## src/rtl/hsbus_pkg.sv

```systemverilog
package hsbus_pkg;

   typedef enum logic [2:0] {
      ST_IDLE,
      ST_PROBE,
      ST_CMD_WAIT,
      ST_CMD_HELD,
      ST_ACCESS,
      ST_CAPTURE,
      ST_RSP_SHOW,
      ST_RSP_REL
   } hs_state_t;

endpackage

```

## src/rtl/hsbus_sync.sv

```systemverilog
module hsbus_sync #(
   parameter int WIDTH  = 1,
   parameter int STAGES = 2
) (
   input  logic             clk,
   input  logic             rst_n,
   input  logic [WIDTH-1:0] d,
   output logic [WIDTH-1:0] q
);

   logic [STAGES-1:0][WIDTH-1:0] chain;

   always_ff @(posedge clk or negedge rst_n) begin
      if (!rst_n) chain <= '0;
      else        chain <= {chain[STAGES-2:0], d};
   end

   assign q = chain[STAGES-1];

endmodule

```

## src/rtl/hsbus_engine.sv

```systemverilog
module hsbus_engine
   import hsbus_pkg::*;
#(
   parameter int                BYTE_W     = 8,
   parameter int                ADDR_W     = 8,
   parameter int                DATA_W     = 32,
   parameter int                RD_LATENCY = 1,
   parameter logic [BYTE_W-1:0] CMD_READ   = 8'h01,
   parameter logic [BYTE_W-1:0] CMD_WRITE  = 8'h02,
   parameter logic [DATA_W-1:0] BAD_STATUS = 1
) (
   input  logic              clk,
   input  logic              rst_n,
   input  logic              start_s,
   input  logic              req_s,
   input  logic              rd_s,
   input  logic [BYTE_W-1:0] byte_s,
   output logic [BYTE_W-1:0] bus_out,
   output logic              bus_oe,
   output logic              ans_out,
   output logic              busy_out,
   output logic              rf_stb,
   output logic              rf_we,
   output logic [ADDR_W-1:0] rf_addr,
   output logic [DATA_W-1:0] rf_wdata,
   input  logic [DATA_W-1:0] rf_rdata
);

   localparam int WORD_BYTES = DATA_W / BYTE_W;
   localparam int CMD_BYTES  = WORD_BYTES + 2;
   localparam int RSP_BYTES  = 2 * WORD_BYTES;
   localparam int CNT_W      = $clog2(RSP_BYTES);
   localparam logic [CNT_W-1:0] CMD_LAST = CNT_W'(CMD_BYTES - 1);
   localparam logic [CNT_W-1:0] RSP_LAST = CNT_W'(RSP_BYTES - 1);
   localparam logic [DATA_W-1:0] ZERO_W  = '0;

   hs_state_t           state;
   logic [CNT_W-1:0]    cnt;
   logic                start_d;
   logic [BYTE_W-1:0]   cmd_q;
   logic [ADDR_W-1:0]   addr_q;
   logic [DATA_W-1:0]   wdata_q;
   logic [2*DATA_W-1:0] rsp_q;     // status word above data word
   logic                ans_q;
   logic                busy_q;
   logic                start_rise;
   logic                is_rd;
   logic                is_wr;

   assign start_rise = start_s & ~start_d;
   assign is_rd      = (cmd_q == CMD_READ);
   assign is_wr      = (cmd_q == CMD_WRITE);

   always_ff @(posedge clk or negedge rst_n) begin
      if (!rst_n) begin
         state   <= ST_IDLE;
         cnt     <= '0;
         start_d <= 1'b0;
         cmd_q   <= '0;
         addr_q  <= '0;
         wdata_q <= '0;
         rsp_q   <= '0;
         ans_q   <= 1'b0;
         busy_q  <= 1'b0;
      end else begin
         start_d <= start_s;
         case (state)
            ST_IDLE: begin
               if (start_rise) begin
                  busy_q <= 1'b1;
                  cnt    <= '0;
                  state  <= ST_CMD_WAIT;
               end else if (req_s) begin
                  ans_q <= 1'b1;
                  state <= ST_PROBE;
               end
            end
            ST_PROBE: begin
               if (!req_s) begin
                  ans_q <= 1'b0;
                  state <= ST_IDLE;
               end
            end
            ST_CMD_WAIT: begin
               if (req_s && !rd_s) begin
                  if (cnt == '0)
                     cmd_q <= byte_s;
                  else if (cnt == CNT_W'(1))
                     addr_q <= byte_s[ADDR_W-1:0];
                  else
                     wdata_q <= {byte_s, wdata_q[DATA_W-1:BYTE_W]};
                  ans_q <= 1'b1;
                  state <= ST_CMD_HELD;
               end
            end
            ST_CMD_HELD: begin
               if (!req_s) begin
                  ans_q <= 1'b0;
                  if (cnt == CMD_LAST) begin
                     cnt   <= '0;
                     state <= ST_ACCESS;
                  end else begin
                     cnt   <= cnt + 1'b1;
                     state <= ST_CMD_WAIT;
                  end
               end
            end
            ST_ACCESS: begin
               if (is_wr) begin
                  rsp_q <= {ZERO_W, wdata_q};
                  ans_q <= 1'b1;
                  state <= ST_RSP_SHOW;
               end else if (is_rd && (RD_LATENCY != 0)) begin
                  state <= ST_CAPTURE;
               end else if (is_rd) begin
                  rsp_q <= {ZERO_W, rf_rdata};
                  ans_q <= 1'b1;
                  state <= ST_RSP_SHOW;
               end else begin
                  rsp_q <= {BAD_STATUS, ZERO_W};
                  ans_q <= 1'b1;
                  state <= ST_RSP_SHOW;
               end
            end
            ST_CAPTURE: begin
               rsp_q <= {ZERO_W, rf_rdata};
               ans_q <= 1'b1;
               state <= ST_RSP_SHOW;
            end
            ST_RSP_SHOW: begin
               if (req_s) begin
                  ans_q <= 1'b0;
                  state <= ST_RSP_REL;
               end
            end
            ST_RSP_REL: begin
               if (!req_s) begin
                  if (cnt == RSP_LAST) begin
                     busy_q <= 1'b0;
                     state  <= ST_IDLE;
                  end else begin
                     cnt   <= cnt + 1'b1;
                     ans_q <= 1'b1;
                     state <= ST_RSP_SHOW;
                  end
               end
            end
            default: state <= ST_IDLE;
         endcase
      end
   end

   assign bus_out  = rsp_q[cnt*BYTE_W +: BYTE_W];
   assign bus_oe   = rd_s && ((state == ST_RSP_SHOW) || (state == ST_RSP_REL));
   assign ans_out  = ans_q;
   assign busy_out = busy_q;
   assign rf_stb   = (state == ST_ACCESS) && (is_rd || is_wr);
   assign rf_we    = (state == ST_ACCESS) && is_wr;
   assign rf_addr  = addr_q;
   assign rf_wdata = wdata_q;

endmodule

```

## src/rtl/hsbus_slave.sv

```systemverilog
module hsbus_slave #(
   parameter int                BYTE_W         = 8,
   parameter int                ADDR_W         = 8,
   parameter int                DATA_W         = 32,
   parameter int                SYNC_STAGES    = 2,
   parameter int                RD_LATENCY     = 1,
   parameter logic [BYTE_W-1:0] CMD_READ       = 8'h01,
   parameter logic [BYTE_W-1:0] CMD_WRITE      = 8'h02,
   parameter logic [DATA_W-1:0] BAD_CMD_STATUS = 1
) (
   input  logic              clk,
   input  logic              rst_n,
   input  logic              start_in,
   input  logic              req_in,
   input  logic              rd_sel_in,
   input  logic [BYTE_W-1:0] bus_in,
   output logic [BYTE_W-1:0] bus_out,
   output logic              bus_oe,
   output logic              ans_out,
   output logic              busy_out,
   output logic              rf_stb,
   output logic              rf_we,
   output logic [ADDR_W-1:0] rf_addr,
   output logic [DATA_W-1:0] rf_wdata,
   input  logic [DATA_W-1:0] rf_rdata
);

   localparam int SYNC_W = BYTE_W + 3;

   generate
      if (DATA_W % BYTE_W != 0) begin : g_bad_word
         $error("DATA_W must be a whole number of bytes");
      end
      if (DATA_W < 2 * BYTE_W) begin : g_bad_short
         $error("DATA_W must span at least two bytes");
      end
      if (ADDR_W > BYTE_W) begin : g_bad_addr
         $error("address must fit in one bus byte");
      end
      if (SYNC_STAGES < 2) begin : g_bad_sync
         $error("at least two synchroniser stages are needed");
      end
      if (RD_LATENCY < 0 || RD_LATENCY > 1) begin : g_bad_lat
         $error("RD_LATENCY must be 0 or 1");
      end
   endgenerate

   logic [SYNC_W-1:0] raw_in;
   logic [SYNC_W-1:0] sync_q;

   assign raw_in = {start_in, req_in, rd_sel_in, bus_in};

   hsbus_sync #(
      .WIDTH  (SYNC_W),
      .STAGES (SYNC_STAGES)
   ) u_sync (
      .clk   (clk),
      .rst_n (rst_n),
      .d     (raw_in),
      .q     (sync_q)
   );

   hsbus_engine #(
      .BYTE_W     (BYTE_W),
      .ADDR_W     (ADDR_W),
      .DATA_W     (DATA_W),
      .RD_LATENCY (RD_LATENCY),
      .CMD_READ   (CMD_READ),
      .CMD_WRITE  (CMD_WRITE),
      .BAD_STATUS (BAD_CMD_STATUS)
   ) u_engine (
      .clk      (clk),
      .rst_n    (rst_n),
      .start_s  (sync_q[BYTE_W+2]),
      .req_s    (sync_q[BYTE_W+1]),
      .rd_s     (sync_q[BYTE_W]),
      .byte_s   (sync_q[BYTE_W-1:0]),
      .bus_out  (bus_out),
      .bus_oe   (bus_oe),
      .ans_out  (ans_out),
      .busy_out (busy_out),
      .rf_stb   (rf_stb),
      .rf_we    (rf_we),
      .rf_addr  (rf_addr),
      .rf_wdata (rf_wdata),
      .rf_rdata (rf_rdata)
   );

endmodule

```

## config.mk

```make
export PLATFORM = sky130hd
export DESIGN_NAME = hsbus_slave
export DESIGN_NICKNAME = d
export VERILOG_FILES = /design/src/rtl/hsbus_pkg.sv /design/src/rtl/hsbus_sync.sv /design/src/rtl/hsbus_engine.sv /design/src/rtl/hsbus_slave.sv
export SDC_FILE = /design/constraint.sdc
export NUM_CORES = 1
export LEC_CHECK = 0
export BUFFER_PORTS_ARGS = -buffer_cell sky130_fd_sc_hd__clkbuf_2
export CAP_MARGIN = 20
export CELL_PAD_IN_SITES_DETAIL_PLACEMENT = 1
export CELL_PAD_IN_SITES_GLOBAL_PLACEMENT = 1
export CORE_MARGIN = 2
export CORE_UTILIZATION = 40
export DETAILED_ROUTE_END_ITERATION = 10
export PLACE_DENSITY = 0.72
export RECOVER_POWER = 100
export SYNTH_ARGS = -nofsm -noshare
export SYNTH_HDL_FRONTEND = slang
export SYNTH_SLANG_ARGS = --single-unit
```

## constraint.sdc

```tcl
create_clock -name clk -period 2.7 [get_ports clk]
set_input_delay 0.405 -clock clk [delete_from_list [all_inputs] [get_ports clk]]
set_output_delay 0.405 -clock clk [all_outputs]
set_load 0.005 [all_outputs]
```

==> results.json <==
{
  "avgRoutedWirePerCell_um": 18.6,
  "rsz0062_at_grt": "false",
  "clk_pin_slew_ps": 70,
  "start_util_pct": 41.4,
  "synth_area_mm2": 0.00476,
  "dr.pass1.iters": 7,
  "ant_nets": 0,
  "fin_crit_sh_pct": 90.9,
  "vdd_drop_max_mv": 0.480,
  "fin_setup_tns_ps": 0,
  "synth_cells": 383,
  "final_common_cell": "dfrtp_1",
  "ys_seq_area_share_pct": 58.9,
  "max_freq_mhz": 407,
  "syn-num-nets": 432,
  "place.gp.congestion": 0.787,
  "netlist.area_leader.share_pct": 58.9,
  "ctsHoldBuffers": 0,
  "critPathArrivalTime_ps": 2050,
  "drc": 7,
  "worst-slew-pin-transition_ps": 1220,
  "vias": 3368,
  "synth-main-ff-cell": "dfrtp_1",
  "endpoint": "rf_stb",
  "routed_via_density": 5.41,
  "crit-reg2reg-launch": "u_engine.state[0]",
  "power.density_mw_per_mm2": 767,
  "ios": 98,
  "dr.first_iter.drc_count": 137,
  "yosysWarningCount": 0,
  "worst-r2r-setup-slack_ps": 310,
  "die_area_mm2": 0.0128,
  "reg2reg_depth": 6,
  "synth_fa_ha_area_share_pct": 1.05,
  "yosys.area_share.simple_pct": 9.30,
  "mostFrequentLayoutCells": "dfrtp_1, clkbuf_2, mux2_2",
  "status": "complete, but fails checks",
  "cp-end-kind": "primary output",
  "dp_hpwl_mm": 8.33,
  "grt_overflow": 0,
  "p_leak_nw": 2.61,
  "area_delta_synth_final_pct": 18.7,
  "fp-row-count": 39,
  "final_cells": 622,
  "postCtsSetupBuffers": 0,
  "violations": "design-rule violations",
  "grt_max_degree": 65,
  "synthTopCellsByArea": "dfrtp_1, mux2_2, a22oi_1",
  "grt_usage_pct": 18.9,
  "fin_util_pct": 49.1,
  "synthMuxAreaShare_pct": 15.1,
  "worstPathRequired_ps": 2300,
  "yosys.area.top_type": "dfrtp_1",
  "dpl_cell_area_mm2": 0.00543,
  "hold_viol": 0,
  "nFillCells": 1251,
  "dp_worst_setup_slack_ps": 405,
  "root_buffer": "clkbuf_16",
  "fp.dieH_um": 113,
  "dp_cells": 607,
  "r2r_end": "u_engine.rsp_q[15]",
  "diodes": 0,
  "synth_top_family_by_area": "multiplexers",
  "synth_xor_area_share_pct": 0,
  "io_buffers": 97,
  "worst-path-max-fanout": 6,
  "cts_sinks": 112,
  "cts_buffer_depth": 2,
  "slew_headroom_pct": 18.7,
  "finalSetupViolations": 0,
  "synth-compound-area-share_pct": 12.8,
  "htreeDepth": 3,
  "synth_edf_count": 0,
  "wl_mm": 11.6,
  "grt_pass1_vias": 3478,
  "cts_buffers": 9,
  "design_area_mm2": 0.00565,
  "drive_above_1_share_pct": 34.7,
  "die_x_um": 113,
  "crit_type": "register to primary output",
  "ys_async_sr_fraction_pct": 100,
  "drv_cap": 0,
  "crit_path_start_kind": "register",
  "totalPowerFinal_mw": 4.34,
  "slew_violations": 0,
  "clk_latency_ps": 360,
  "hold_class": "input port to register",
  "holdWs_ps": 155,
  "synth.avg_cell_area_um2": 12.4,
  "multi_input_area_mm2": 0.00184,
  "fin_nets": 524,
  "antenna_found_initial": 0,
  "cts_tree": "yes",
  "grt_pass1_wl_mm": 18.6,
  "crit_path_start": "u_engine.cmd_q[3]",
  "setup_slack_ps": 246,
  "ys_seq_elements": 112,
  "final.min_clock_period_ps": 2450,
  "skew_ps": 10.9,
  "core_mm2": 0.0115,
  "regArea_mm2": 0.00280,
  "synth_cell_type_count": 40
}
## power by group
part	total (mW)	leakage, nW	internal (mW)	switching [mW]
clock	1.25	0.127	0.632	0.618
sequential	2.28	1.30	1.97	0.310
combinational	0.812	1.19	0.445	0.367
## worst max-delay path: stages (launching register included)
cell      delay, ps
dfrtp_1         380
or4_4           600
nand4b_1        300
a21oi_1         250
clkbuf_2        160
## state kept, by name (all words and copies together) (netlist names)
name and flops:
u_engine.ans_out 1, u_engine.busy_out 1, u_engine.cmd_q 8, u_engine.cnt 3, u_engine.rf_addr 8, u_engine.rf_wdata 32, u_engine.rsp_q 33, u_engine.start_d 1
u_engine.state 3, u_sync.chain 11, u_sync.q 11
## cell families after synthesis
kind of cell,count (synthesis)
DFF,112
and+or+nand+nor,85
muxes,56
AOI/OAI and AO/OA,93
adders and majority gates,4
buffers and inverters,33
## final cells by class
type / instances / area share [%]
clock buffer: 10 / 4.05
tap: 143 / 3.16
multi-input combinational: 238 / 32.5
inverter: 7 / 0.465
timing repair buffer: 107 / 9.47
sequential: 112 / 49.6
clock inverter: 5 / 0.775
## what timing repair did
action / in CTS / in global routing
setup endpoints to repair: 0 / 1
hold endpoints to repair: 0 / 0
resized for setup: 0 / 1
## synth_stat cells, drive strengths merged, types with 3 or more instances
library cell  instances
a21oi                 4
a22oi                34
and2                  8
and3                  4
buf                  10
clkbuf               16
dfrtp               112
ha                    4
inv                   7
mux2                 48
mux4                  8
nand2                38
nand2b                4
nand3                 3
nor2                  8
nor2b                 3
nor3                  4
o211ai                3
o21ai                41
## metal layers
layer / vias up / part of all wire (%) / wire (µm) / GRT usage [%]
li1: 1567 / - / - / -
met1: 1718 / 47 / 5490 / 26.4
met2: 70 / 48 / 5510 / 30.4
met3: 13 / 3.4 / 396 / 2.68
met4: 0 / 1.5 / 177 / 6.59
met5: - / 0 / 0 / 0
## worst min path at each step
stage	startpoint	endpoint	slack [ps]	cells after the start
5_1_grt	bus_in[6]	u_sync.chain[6]	150	1
2_1_floorplan	rst_n	u_engine.ans_out	110	0
6_report	bus_in[5]	u_sync.chain[5]	150	1
4_1_cts	rst_n	u_engine.rf_wdata[3]	60	1
3_5_place_dp	u_sync.chain[6]	u_sync.q[6]	340	0
3_3_place_gp	u_sync.chain[10]	u_sync.q[10]	330	0
No activity file was read; power rests on OpenSTA's default activity.
